[config.mk]
export PLATFORM = sky130hd
export DESIGN_NAME = smram_win_lock
export DESIGN_NICKNAME = d
export VERILOG_FILES = /design/src/rtl/smram_win_lock_pkg.sv /design/src/rtl/smram_win_fsm.sv /design/src/rtl/smram_win_plain.sv /design/src/rtl/smram_win_gate.sv /design/src/rtl/smram_win_lock.sv
export SDC_FILE = /design/constraint.sdc
export NUM_CORES = 1
export LEC_CHECK = 0
export BUFFER_PORTS_ARGS = -buffer_cell sky130_fd_sc_hd__buf_4
export CAP_MARGIN = 20
export CORE_UTILIZATION = 27
export DETAILED_ROUTE_END_ITERATION = 6
export GPL_ROUTABILITY_DRIVEN = 0
export PLACE_DENSITY = 0.81
export SLEW_MARGIN = 10
export SYNTH_ARGS = -nofsm -noshare
export SYNTH_HDL_FRONTEND = slang
export SYNTH_SLANG_ARGS = --single-unit
[constraint.sdc]
create_clock -name clk -period 2.2 [get_ports clk]
set_input_delay 0.22 -clock clk [delete_from_list [all_inputs] [get_ports clk]]
set_output_delay 0.22 -clock clk [all_outputs]
set_load 0.01 [all_outputs]
[src/rtl/smram_win_lock_pkg.sv]
package smram_win_lock_pkg;

   typedef enum logic [1:0] {
      WL_IDLE    = 2'd0,
      WL_OFFERED = 2'd1,
      WL_SEALED  = 2'd2
   } wl_state_e;

   localparam logic [7:0] WL_ARM_CODE   = 8'hFF;
   localparam logic [7:0] WL_SEAL_CODE  = 8'h02;
   localparam logic [7:0] WL_RD_IDLE    = 8'h00;
   localparam logic [7:0] WL_RD_OFFERED = 8'h01;
   localparam logic [7:0] WL_RD_SEALED  = 8'h02;
   localparam logic [7:0] WL_BLOCK_DATA = 8'hFF;

endpackage

[src/rtl/smram_win_fsm.sv]
module smram_win_fsm
   import smram_win_lock_pkg::*;
(
   input  logic       clk,
   input  logic       rst_n,
   input  logic       wr_hit,
   input  logic [7:0] wdata,
   output logic [7:0] reg_val,
   output logic       sealed
);

   wl_state_e state_q;

   always_ff @(posedge clk) begin
      if (!rst_n) begin
         state_q <= WL_IDLE;
      end else if (wr_hit) begin
         case (state_q)
            WL_IDLE:    if (wdata == WL_ARM_CODE)  state_q <= WL_OFFERED;
            WL_OFFERED: if (wdata == WL_SEAL_CODE) state_q <= WL_SEALED;
            default:    state_q <= state_q;
         endcase
      end
   end

   always_comb begin
      case (state_q)
         WL_OFFERED: reg_val = WL_RD_OFFERED;
         WL_SEALED:  reg_val = WL_RD_SEALED;
         default:    reg_val = WL_RD_IDLE;
      endcase
   end

   assign sealed = (state_q == WL_SEALED);

endmodule

[src/rtl/smram_win_plain.sv]
module smram_win_plain (
   input  logic       clk,
   input  logic       rst_n,
   input  logic       wr_hit,
   input  logic [7:0] wdata,
   output logic [7:0] reg_val
);

   always_ff @(posedge clk) begin
      if (!rst_n)      reg_val <= 8'h00;
      else if (wr_hit) reg_val <= wdata;
   end

endmodule

[src/rtl/smram_win_gate.sv]
module smram_win_gate
   import smram_win_lock_pkg::*;
#(
   parameter int unsigned ADDR_W    = 20,
   parameter int unsigned BASE      = 32'h0003_0000,
   parameter int unsigned WIN_BYTES = 32'h0002_0000
) (
   input  logic              sealed,
   input  logic              smm_active,
   input  logic              mem_req,
   input  logic              mem_we,
   input  logic [ADDR_W-1:0] mem_addr,
   input  logic [7:0]        mem_wdata,
   output logic [7:0]        mem_rdata,
   output logic              ram_req,
   output logic              ram_we,
   output logic [ADDR_W-1:0] ram_addr,
   output logic [7:0]        ram_wdata,
   input  logic [7:0]        ram_rdata
);

   localparam logic [ADDR_W:0] LO_A = (ADDR_W+1)'(BASE);
   localparam logic [ADDR_W:0] HI_A = (ADDR_W+1)'(BASE + WIN_BYTES);

   logic in_win;
   logic block;

   assign in_win    = ({1'b0, mem_addr} >= LO_A) && ({1'b0, mem_addr} < HI_A);
   assign block     = sealed && !smm_active && in_win;

   assign ram_req   = mem_req && !block;
   assign ram_we    = mem_we && !block;
   assign ram_addr  = mem_addr;
   assign ram_wdata = mem_wdata;
   assign mem_rdata = block ? WL_BLOCK_DATA : ram_rdata;

endmodule

[src/rtl/smram_win_lock.sv]
module smram_win_lock
   import smram_win_lock_pkg::*;
#(
   parameter int unsigned ADDR_W     = 20,
   parameter int unsigned BASE       = 32'h0003_0000,
   parameter int unsigned WIN_BYTES  = 32'h0002_0000,
   parameter logic [7:0]  CFG_OFFSET = 8'h9C,
   parameter bit          LEGACY     = 1'b0
) (
   input  logic              clk,
   input  logic              rst_n,
   input  logic [7:0]        cfg_addr,
   input  logic              cfg_wr,
   input  logic [7:0]        cfg_wdata,
   output logic [7:0]        cfg_rdata,
   input  logic              smm_active,
   input  logic              mem_req,
   input  logic              mem_we,
   input  logic [ADDR_W-1:0] mem_addr,
   input  logic [7:0]        mem_wdata,
   output logic [7:0]        mem_rdata,
   output logic              ram_req,
   output logic              ram_we,
   output logic [ADDR_W-1:0] ram_addr,
   output logic [7:0]        ram_wdata,
   input  logic [7:0]        ram_rdata
);

   localparam longint unsigned SPAN = longint'(1) << ADDR_W;

   if (ADDR_W < 2 || ADDR_W > 31) begin : g_bad_width
      $error("smram_win_lock: ADDR_W out of range");
   end
   if (WIN_BYTES == 0) begin : g_bad_win
      $error("smram_win_lock: WIN_BYTES must be nonzero");
   end
   if (longint'(BASE) + longint'(WIN_BYTES) > SPAN) begin : g_bad_span
      $error("smram_win_lock: window exceeds address space");
   end

   logic       cfg_hit;
   logic       wr_hit;
   logic [7:0] reg_val;
   logic       sealed_w;

   assign cfg_hit = (cfg_addr == CFG_OFFSET);
   assign wr_hit  = cfg_wr && cfg_hit;

   if (LEGACY) begin : g_legacy
      smram_win_plain u_reg (
         .clk     (clk),
         .rst_n   (rst_n),
         .wr_hit  (wr_hit),
         .wdata   (cfg_wdata),
         .reg_val (reg_val)
      );
      assign sealed_w = 1'b0;
   end else begin : g_handshake
      smram_win_fsm u_fsm (
         .clk     (clk),
         .rst_n   (rst_n),
         .wr_hit  (wr_hit),
         .wdata   (cfg_wdata),
         .reg_val (reg_val),
         .sealed  (sealed_w)
      );
   end

   assign cfg_rdata = cfg_hit ? reg_val : 8'h00;

   smram_win_gate #(
      .ADDR_W    (ADDR_W),
      .BASE      (BASE),
      .WIN_BYTES (WIN_BYTES)
   ) u_gate (
      .sealed     (sealed_w),
      .smm_active (smm_active),
      .mem_req    (mem_req),
      .mem_we     (mem_we),
      .mem_addr   (mem_addr),
      .mem_wdata  (mem_wdata),
      .mem_rdata  (mem_rdata),
      .ram_req    (ram_req),
      .ram_we     (ram_we),
      .ram_addr   (ram_addr),
      .ram_wdata  (ram_wdata),
      .ram_rdata  (ram_rdata)
   );

endmodule

* After elaboration in Yosys (flattened, before gate mapping)
Index checks and enable logic that the tools add are counted.
** Operators by class
- $lt $le $gt $ge :: 2
- Equal/unequal tests :: 7
- Muxes and demuxes :: 6
- Reductions and logical operators :: 11
** Operators by type and width (number)
- 20-bit by 18-bit greater-or-equal comparator with 1-bit output, second input constant :: 1
- 20-bit by 19-bit < comparator with 1-bit output, second input constant :: 1
- 8-bit == test, second input constant :: 2
- 8-bit two-way mux :: 2
- 8-bit by 2-bit == test with 1-bit output, second input constant :: 1
- 2-bit one-hot mux with 2 select lines :: 2
- 1-bit logical AND :: 6
- 2-bit two-way mux :: 2
- 2-bit by 1-bit != test with 1-bit output, second input constant :: 2
- 4-bit AND reduction :: 1
- 2-bit by 1-bit == test with 1-bit output, second input constant :: 1
- 2-bit == test, second input constant :: 1
- 1-bit logical NOT :: 2
- 2-bit logical NOT :: 1
- 2-bit nonzero test :: 1
** Word-level totals
- Bits in registers :: 2
- Input bits :: 58
- Output and inout port bits :: 46
- Logic and storage cells :: 27

* Logic depth before layout (Yosys ltp)
- Word-level depth :: 5
- Depth in mapped cells :: 4
- Gate-level depth less buffers :: 4

* Cells and area by module
A second synthesis with hierarchy kept.
** Unflattened totals
- Cell total of the unflattened synthesis :: 86
- Area total of the unflattened synthesis :: 663.1 µm²
** Modules (own cells, without submodules)
- smram_win_gate :: instances 1, cells an instance 42, area each 314.1 µm²
- smram_win_fsm :: instances 1, cells an instance 23, area each 188.9 µm²
- smram_win_lock :: instances 1, cells an instance 21, area each 160.2 µm²

* Worst setup path after synthesis
Ideal clock, no wire load.
- Path kind :: reg2reg
- Start point :: register g_handshake.u_fsm.state_q[0]
- End point :: register g_handshake.u_fsm.state_q[0]
- Setup time :: 0.072 ns
- Arrival :: 1.363 ns
- Required time :: 2.128 ns
- Slack :: 0.765 ns
- Cell stages (with the launch flop) :: 4
- Buffers on the path :: 0
- Period minus slack after synthesis :: 1.435 ns
- Cells stage by stage :: dfxtp_1 or4_4 a2111oi_4 mux2i_1
** On the way
- Cells in the longest elaborated chain, start to end :: 3
- Elaborated cells on any way between the ends :: 7
- Those cells by class :: eq/ne: 3; mux: 1; reduce/logical: 3
** RTL lines
- start: declaration :: RTL line smram_win_fsm.sv:12 : wl_state_e state_q;
- start signal: assignment :: RTL line smram_win_fsm.sv:21 : default: state_q <= state_q;
- 2-bit by 1-bit == test with 1-bit output / 2-bit logical NOT (equally long branches) :: RTL line smram_win_fsm.sv:18 : case (state_q)
- 2-bit by 1-bit != test with 1-bit output (no source line) / 2-bit nonzero test (equally long branches)
- 4-bit AND reduction (no source line)
Several ways; a longest one is shown, not always the timed one.
A chain may end at the register's enable or synchronous reset.

* Worst setup path in the final report
- Start point :: register g_handshake.u_fsm.state_q[0]
- End point :: output port ram_we
** On the way
- Cells in the longest elaborated chain, start to end :: 5
** RTL lines
- 2-bit == test :: RTL line smram_win_fsm.sv:34 : assign sealed = (state_q == WL_SEALED);
- 1-bit logical AND (2 in a row) :: RTL line smram_win_gate.sv:29 : assign block = sealed && !smm_active && in_win;
- 1-bit logical NOT :: RTL line smram_win_gate.sv:32 : assign ram_we = mem_we && !block;
- 1-bit logical AND :: RTL line smram_win_gate.sv:32
- end: declaration :: RTL line smram_win_lock.sv:23 : output logic ram_we,
Every way passes these cells.

==> results <==
- The highest attainable clock frequency is 0.589 GHz.
- The most critical setup path has its endpoint at ram_we.
- After detailed routing, the number of vias per cell comes to 4.02.
- The number of standard cells after synthesis is 73.
- The depth of the most critical reg-to-reg path is 3.
- Relative to the synthesized area, the layout overhead comes to 33.6%.
- The placed wire-length estimate is 1080 um.
- In this run the cell area of the synthesized design comes to 551 sq um.
- The largest registers in the layout are g_handshake.u_fsm.state_q x2.
- Clock skew on the completed layout was measured at 0.000526 ns.
- The mean area per synthesized cell is 7.54 sq um.
- The number of max-slew violations in the final report is 0.
- The net count of the finished layout is 156.
- The hold-fix buffer count after cts is 0.
- Across the VDD grid, the largest voltage drop is 223 uV.
- In the global route stage, overall resource usage came out at 10.8%.
- The number of iterations in the first detailed-routing pass is 3.
- The initial antenna violation count is 0.
- The launch point of the critical path is g_handshake.u_fsm.state_q[0]$_SDFFE_PN0P_.
- The residual DRC count is 0.
- Synthesis inferred 2 register bits.
- The longest clock path from root to sink contains 2 buffers.
- The die covers 2220 sq um.
- The synthesized design spends more area on one cell type than any other, namely buf_4.
- Sorting the synthesized cells by area gives the leading types as buf_4 46%, nand2b_1 11%, dfxtp_1 7.3%.
- The average wire per cell in the routed design is 10.1 um.
- Leaving out fill and tap cells, the most frequent cells in the layout are 49 x buf_4, 10 x nand2b_1, 6 x conb_1.
- The first-pass GRT wire length is 1650 um.
- The number of buffers added by the clock tree synthesis step is 3.
- The post-synthesis sequential area ratio is 7.27%.
- Leaving out fill and tap cells, the most frequent cell in the layout is buf_4.
- In this run the horizontal extent of the chip is 47.2 um.
- In this run the critical register-to-register path is captured at g_handshake.u_fsm.state_q[0]$_SDFFE_PN0P_.
- Headroom to the max-slew limit came out at 61.4%.
- The register with the most flip-flops in the layout has 2 of them.
- Clock tree synthesis selected as its root buffer the cell clkbuf_4.
- Dividing total power by cell area gives a power density of 288 nW/um^2.
- Once the floorplan was initialized, standard cells occupied 30.2% of the core.
- The number of nets still failing antenna checks after routing is 0.
- The register bank with the most flops is g_handshake.u_fsm.state_q.
- With fillers left out, the area of the finished cells amounts to 736 sq um.
- The number of global-route vias before repair is 449.
- The antenna diode count is 0.
- The max-cap check violation count is 0.
- The worst endpoint required time is 1.98 ns.
- The worst endpoint data arrival time is 1.48 ns.
- After routing, the total negative slack on setup checks comes to 0 ns.
- The total length of routed wires is 1220 um.
- The total of warnings raised by yosys is 0.
- The core area is 1820 sq um.
- After clock tree synthesis, the clock-pin slew on the worst setup and hold paths is 0.03 ns.
- The number of vias after detailed routing is 486.
- Of the cells placed in the final design, the portion with a size suffix greater than 1 is 57.3%.
- The clock sink total is 2.
- The slew at the pin with the worst max-slew slack is 0.576 ns.
- The startpoint identified for the worst register-to-register timing path is g_handshake.u_fsm.state_q[0]$_SDFFE_PN0P_.
- Setup repair after global routing left no endpoint under its margin.
- Counting distinct cell types in the post-synthesis netlist gives 20.
- The total of endpoints with negative setup slack in the final report is 0.
- The maximum fanout along the worst path is 10.
- The final number of hold-violating endpoints was 0.
- The run finished with clean final reports.
- The reg-to-reg setup timing slack is 0.64 ns.
- The count of placed standard cells including taps is 118.
- In this run the static leakage power is 0.362 nW.
- The height of the die is 47.2 um.
- The area of placed instances is 713 sq um.
- The number of buffers inserted by post-CTS setup repair is 0.
- The period utilization is 77.2%.
- The worst hold slack across all endpoints is 0.235 ns.
- The path type of the worst setup path is register to output port.
- The core utilization of the finished layout is 40.4%.
- The time the worst path needs with I/O delays and setup is 1.70 ns.
- Row generation in the floorplan step produced 15 rows.
- The kind of capture point of the worst setup path is an output port.
- The H-tree depth reported by CTS is 1.
- The post-route non-filler standard cell count is 121.
- The kind of path behind the tightest hold check is input pin to register.
- The number of gates resized after CTS is 0.
- For this run the aggregate overflow at the end of global routing stands at 0.
- TritonCTS built the clock tree.
- The pin count of the biggest net entering global routing is 11.
- The number of buffers inserted by port buffering is 49.
- The launching element type of the critical path is a register.
- For the worst-skew pair, the clock arrives at the later sink with an insertion delay of 0.22 ns.
- The iteration-0 DRC count of the detailed router is 4.
- 104 I/O pins were placed.
- The share of the synthesized area in the top cell type is 46.4%.
[cell usage after synthesis (all sizes together)]
cell type  number
nor3            2
dfxtp           2
o21a            1
mux2i           1
a2111oi         2
nor4bb          1
conb            1
nand2           4
o21ai           1
inv             2
nor4            1
nand2b         10
buf            34
or4             1
nor3b           1
nor2            4
and2            2
nand4           3
[logic make-up after synthesis]
| kind of cell | synth area share, % |
|---|---|
| muxes | 1.82 |
| AOI/OAI and AO/OA | 9.09 |
| other | 0.681 |
| and+or+nand+nor | 33.4 |
| DFF | 7.27 |
| buffers and inverters | 47.7 |
[critical path: stages (launching register included)]
cell and delay [ns]:
dfxtp_1 0.34, nand2b_1 0.18, nor3_1 0.13, o21ai_1 0.23
and2_1 0.24, buf_4 0.14
[layout make-up]
type	instances	area [sq um]
fill	193	1080
clock buffer	3	22.5
tap	25	31.3
inverter	2	7.51
multi-input combinational	40	267
timing repair buffer	49	368
sequential	2	40.0
[per-layer routing]
layer	up-vias	share of wire (%)	wire, um	track usage (%)
li1	247	-	-	-
met1	204	33	400	9.57
met2	33	56	679	19.7
met3	2	11	137	3.85
met4	0	0.33	4	8.57
met5	-	0	0	0
[power breakdown]
| part | internal [mW] | switching, mW |
|---|---|---|
| combinational | 0.0605 | 0.0340 |
| sequential | 0.0366 | 0.000000384 |
| clock | 0.0602 | 0.0207 |
| total | 0.157 | 0.0547 |
[worst min path at each step]
| stage | startpoint | slack, ns | to | cells past startpoint |
|---|---|---|---|---|
| floorplan | rst_n | 0.34 | g_handshake.u_fsm.state_q[1]$_SDFFE_PN0P_ | 1 |
| global placement | mem_addr[11] | 0.44 | ram_addr[11] | 0 |
| global route | rst_n | 0.24 | g_handshake.u_fsm.state_q[1]$_SDFFE_PN0P_ | 2 |
| finish | rst_n | 0.24 | g_handshake.u_fsm.state_q[1]$_SDFFE_PN0P_ | 2 |
| CTS | rst_n | 0.23 | g_handshake.u_fsm.state_q[1]$_SDFFE_PN0P_ | 2 |
| detailed placement | mem_addr[11] | 0.44 | ram_addr[11] | 0 |
[stage by stage]
stage | total power, mW | worst slack (ns)
2_1_floorplan | 0.122 | 0.765
3_3_place_gp | 0.130 | 0.669
3_5_place_dp | 0.132 | 0.565
4_1_cts | 0.220 | 0.463
5_1_grt | 0.229 | 0.356
6_report | 0.212 | 0.503
Power figures use the tool's default switching activity.
